### src/rtl/prio_irq_ctrl.sv
module prio_irq_ctrl #(
  parameter int          CASC_LINE = 2,
  parameter logic [7:0]  MASK_RST  = 8'h00
) (
  input  logic       clk,
  input  logic       rst_n,
  input  logic [7:0] irq_in,
  input  logic       ack,
  input  logic       wr_en,
  input  logic [1:0] wr_sel,
  input  logic [7:0] wr_data,
  input  logic       is_secondary,
  input  logic       casc_en,
  input  logic       casc_sel_in,
  output logic       casc_sel_out,
  output logic       int_out,
  output logic [7:0] vec_out,
  output logic       vec_oe
);
  localparam int NL = 8;
  localparam int IW = 3;

  logic [NL-1:0] irq_q, irr, imr, isr;
  logic [7:IW]   base;
  logic          phase;
  logic [IW-1:0] sel_q;

  logic [NL-1:0] elig, rise, take, eoi_clr;
  logic [IW:0]   isr_top;
  logic          win_ok;
  logic [IW-1:0] win_idx;

  assign rise = irq_in & ~irq_q;
  assign elig = irr & ~imr;

  always_comb begin
    isr_top = (IW+1)'(NL);
    for (int i = NL-1; i >= 0; i--)
      if (isr[i]) isr_top = (IW+1)'(i);
    win_ok  = 1'b0;
    win_idx = '0;
    for (int i = NL-1; i >= 0; i--)
      if (elig[i] && ((IW+1)'(i) < isr_top)) begin
        win_ok  = 1'b1;
        win_idx = IW'(i);
      end
  end

  logic engaged, ack_first, ack_second, eoi_wr, sel_casc;
  assign engaged    = ~is_secondary | casc_sel_in;
  assign ack_first  = ack & engaged & ~phase;
  assign ack_second = ack & engaged & phase;
  assign eoi_wr     = wr_en & (wr_sel == 2'd2);
  assign sel_casc   = casc_en & (sel_q == IW'(CASC_LINE));

  assign take    = (ack_first && win_ok) ? (NL'(1) << win_idx) : '0;
  assign eoi_clr = !eoi_wr ? '0 :
                   wr_data[3] ? (NL'(1) << wr_data[IW-1:0]) :
                   (isr_top < (IW+1)'(NL)) ? (NL'(1) << isr_top[IW-1:0]) : '0;

  assign int_out      = win_ok & ~phase;
  assign casc_sel_out = casc_en & ((phase & (sel_q == IW'(CASC_LINE))) |
                                   (~phase & win_ok & (win_idx == IW'(CASC_LINE))));
  assign vec_oe       = ack_second & ~sel_casc;
  assign vec_out      = vec_oe ? {base, sel_q} : 8'h00;

  always_ff @(posedge clk) begin
    if (!rst_n) begin
      irq_q <= '0;
      irr   <= '0;
      imr   <= MASK_RST;
      isr   <= '0;
      base  <= '0;
      phase <= 1'b0;
      sel_q <= '0;
    end else begin
      irq_q <= irq_in;
      irr   <= (irr & ~take) | (rise & ~imr);
      isr   <= (isr & ~eoi_clr) | take;
      if (wr_en && wr_sel == 2'd0) imr  <= wr_data;
      if (wr_en && wr_sel == 2'd1) base <= wr_data[7:IW];
      if (ack_first) begin
        phase <= 1'b1;
        sel_q <= win_ok ? win_idx : IW'(NL-1);
      end else if (ack_second) begin
        phase <= 1'b0;
      end
    end
  end

  AST_MASKED_NOT_LATCHED: assert property (@(posedge clk) disable iff (!rst_n)
    1'b1 |=> ((irr & ~$past(irr) & $past(imr)) == '0));

  AST_INT_HAS_SOURCE: assert property (@(posedge clk) disable iff (!rst_n)
    int_out |-> (irr & ~imr) != '0);

  AST_FIRST_ACK_MOVES: assert property (@(posedge clk) disable iff (!rst_n)
    (ack_first && int_out && !eoi_wr) |=> ($countones(isr) == $countones($past(isr)) + 1));

  AST_VEC_ONLY_SECOND: assert property (@(posedge clk) disable iff (!rst_n)
    vec_oe |-> (ack && phase));

  AST_EOI_CLEARS_ONE: assert property (@(posedge clk) disable iff (!rst_n)
    (eoi_wr && !wr_data[3] && isr != '0 && !ack_first) |=>
      ($countones(isr) == $countones($past(isr)) - 1));

  AST_SECONDARY_IDLE: assert property (@(posedge clk) disable iff (!rst_n)
    (is_secondary && !casc_sel_in && !eoi_wr) |=> $stable(isr));
endmodule

### config.mk
export PLATFORM = sky130hd
export DESIGN_NAME = prio_irq_ctrl
export DESIGN_NICKNAME = d
export VERILOG_FILES = /design/src/rtl/prio_irq_ctrl.sv
export SDC_FILE = /design/constraint.sdc
export NUM_CORES = 1
export LEC_CHECK = 0
export ABC_AREA = 1
export CAP_MARGIN = 20
export CELL_PAD_IN_SITES_DETAIL_PLACEMENT = 1
export CELL_PAD_IN_SITES_GLOBAL_PLACEMENT = 1
export CORE_MARGIN = 3
export CORE_UTILIZATION = 37
export DETAILED_ROUTE_END_ITERATION = 8
export GPL_TIMING_DRIVEN = 0
export HOLD_SLACK_MARGIN = 0.02
export PLACE_DENSITY_LB_ADDON = 0.12
export SLEW_MARGIN = 20
export SYNTH_ARGS = -nofsm -noshare
export SYNTH_HDL_FRONTEND = slang
export SYNTH_SLANG_ARGS = --single-unit
export TNS_END_PERCENT = 5
### constraint.sdc
create_clock -name clk -period 2.4 [get_ports clk]
set_input_delay 0.6 -clock clk [delete_from_list [all_inputs] [get_ports clk]]
set_output_delay 0.6 -clock clk [all_outputs]
set_load 0.01 [all_outputs]
==> summary.txt <==
Drt
  – Post-DR wirelength/cell: 15.1 um
  – DR DRC count: 0
  – DR vias/cell: slightly above 5
  – Routed WL: about 6.2 mm
  – Starting DRC count in detailed routing: 64
  – Antenna Nets Post-Route: 0
  – DRT Pass-1 Iters: 4
  – Via count: 2062

Pwr
  – Comb power frac: 0.279
  – Maximum vdd drop: ~0.38 mV
  – Lkg Pwr: 0.00117 uW
  – Clock power share: 0.338
  – Part of the power in registers: 0.383
  – Internal power: 1350 uW
  – Pwr/cell area: 724 mW/mm^2
  – Switching Share: 0.311
  – Net Switching: between 600 and 700 uW

Clock tree
  – Number of CTS-inserted buffers: 5
  – CTS tree: yes
  – Root buffer cell: clkbuf_8
  – Clock sink count: approximately 40
  – Worst-path clk slew: roughly 0.090 ns
  – CTS H-tree depth: 2
  – CTS Buffer Depth: 2
  – Clock latency on the worst-skew pair: 0.29 ns
  – CTS Hold Bufs: 0

Cells and area
  – Non-Filler Instances: 409
  – Most common cell after layout, fill and taps aside: inv_1
  – N_diodes: 0
  – Fraction of layout cells with a size suffix above 1: 0.233
  – Layout Nets: 363
  – Most frequent cells in the layout: 47 x inv_1, 41 x nand2_1, 37 x dfxtp_1, 32 x a21oi_1, 24 x clkdlybuf4s50_1
  – Synth-to-Final Area Change: 35.8%

Setup path
  – CP required: 1.80 ns
  – CP Launch Type: flop
  – CP arrival: 2.12 ns
  – Critical Path Fanout Max: 5
  – Kind of critical path: flop to output pin
  – Worst setup EP type: output pin
  – Reg2reg setup slack: 0.29 ns

Floorplanning
  – Die area: 0.00632 sq mm
  – Die Ht: approximately 80 um
  – Width of the die: 79.5 um
  – Number of top-level pins: 36
  – Initial Utilization: 0.386
  – Core region area: around 0.0052 sq mm
  – Row count: 26

Global route
  – Gr usage total: 0.200
  – Initial antenna violation count: 0
  – Total gr overflow: 0
  – First-pass GRT wire length: between 9 and 10 mm
  – Number of global-route vias before repair: roughly 2200
  – Largest net degree at the start of global routing: 14

Hold path
  – Hold WC Path Type: flop to flop

Synth
  – Syn Area/Cell: 6.99 sq um
  – Synth Register Bits: 41
  – Count of cell types in the netlist: 24
  – Synth warn: 0
  – Synth Net Count: between 300 and 400
  – Register area share after synthesis: 0.411
  – Mapped Cells: ~290
  – Cell Area, Synth: 0.00200 sq mm

STA
  – Crit share post-route: 1.13
  – Min Tclk post-route: ~2.7 ns
  – Final slew viol count: 0
  – Hold Slack: 0.463 ns
  – Skew final: 0.00769 ns
  – Hold Fails Final Rpt: 0
  – Max Freq: about 370 MHz
  – Max-slew headroom: 0.604
  – Slack of the critical path: -0.315 ns
  – RSZ-0062 raised after global routing: true
  – Final setup vio count: 6
  – Measured slew at the worst slew-check pin: 0.594 ns

Placement
  – Placed insts: 391
  – Final GP Congestion: 0.861
  – Buffers on Ports: 35
  – Worst slack, placed: -0.598 ns
  – Detailed Place HPWL: approximately 4.5 mm

Flow run
  – Max-cap violations: 0

Outcome
  – Status: complete, but fails checks
  – Violated checks: setup timing
[cells by family after synthesis]
group | share of synthesized area
buf+inv | 0.109
compound gates | 0.188
simple gates | 0.292
flops | 0.411
[synth_stat cells]
| cell | instances | area, sq um |
|---|---|---|
| o31ai_1 | 2 | 15.0 |
| o21ai_0 | 25 | 125 |
| clkbuf_1 | 4 | 15.0 |
| inv_1 | 49 | 184 |
| nand3_2 | 3 | 30.0 |
| nand4_1 | 3 | 18.8 |
| nor3_1 | 4 | 20.0 |
| nand2_1 | 54 | 203 |
| nor2_2 | 3 | 18.8 |
| a21boi_2 | 1 | 11.3 |
| a211oi_1 | 1 | 7.51 |
| a31oi_1 | 2 | 12.5 |
| dfxtp_1 | 41 | 821 |
| a21oi_1 | 32 | 160 |
| nor2_1 | 20 | 75.1 |
| inv_2 | 3 | 11.3 |
| nand2_4 | 1 | 11.3 |
| nor2_4 | 3 | 33.8 |
| a21oi_2 | 5 | 43.8 |
| clkinv_1 | 2 | 7.51 |
| nand3b_1 | 8 | 60.1 |
| nor3_2 | 1 | 10.0 |
| nand3_1 | 12 | 60.1 |
| nand2_2 | 7 | 43.8 |
[routing by layer]
layer,vias to the layer above,track usage,routed length [um],share of wire
met5,-,0,0,0
li1,1022,-,-,-
met2,47,0.362,3110,0.50
met4,0,0.0653,159,0.026
met1,975,0.233,2690,0.43
met3,18,0.0395,223,0.036
[power by group through the flow]
stage	registers [uW]	logic (uW)	clock network, uW
floorplan	761	292	0
global placement	765	422	0
detailed placement	767	434	0
CTS	751	491	673
global route	759	607	696
finish	753	549	663
[path summary, 6_finish.rpt]
path / startpoint / endpoint / cells past startpoint
worst min-delay path: base[6]$_SDFFE_PN0P_ / base[6]$_SDFFE_PN0P_ / 2
worst max register to register: isr[5]$_SDFF_PN0_ / irr[1]$_SDFF_PN0_ / 14
worst min register to register: base[6]$_SDFFE_PN0P_ / base[6]$_SDFFE_PN0P_ / 2
worst max-delay path: isr[5]$_SDFF_PN0_ / int_out / 10
[cell type report]
| class | instances | area (sq um) |
|---|---|---|
| Multi-Input combinational cell | 187 | 1060 |
| Clock inverter | 3 | 65.1 |
| Fill cell | 674 | 2460 |
| Sequential cell | 41 | 831 |
| Timing Repair Buffer | 45 | 384 |
| Inverter | 54 | 205 |
| Tap cell | 70 | 87.6 |
| Buffer | 4 | 15.0 |
| Clock buffer | 5 | 68.8 |
[timing repair]
| item | 4_1_cts | 5_1_grt |
|---|---|---|
| gates resized for setup | 54 | 22 |
| endpoints found under the setup margin | 11 | 14 |
| setup buffers | 6 | 4 |
| pin swaps | 11 | 10 |
[critical path, stage by stage (launching register included)]
cell	delay, ns
dfxtp_4	0.37
nor2_4	0.15
nand2_2	0.07
a21boi_2	0.18
nand3_2	0.15
nand2_1	0.12
nand3_2	0.11
nand3_2	0.15
inv_1	0.07
a21oi_2	0.17
dlygate4sd2_1	0.29
[registers in the layout (all words and copies together), names as in the netlist]
register	count
base	5
imr	8
irq_q	8
irr	8
isr	8
phase	1
sel_q	3
[stage by stage]
stage                     total power [uW]   util  area (sq um)  TNS, ns
after floorplan                       1050      -          2000        0
after global placement                1190  0.471          2440    -5.46
after detailed placement              1200  0.471          2440    -6.49
after CTS                             1910  0.505          2610   -0.922
after global routing                  2060  0.525          2710    -1.99
final                                 1970  0.525          2710   -0.702
Note: power is estimated with default switching activity, not from simulation.
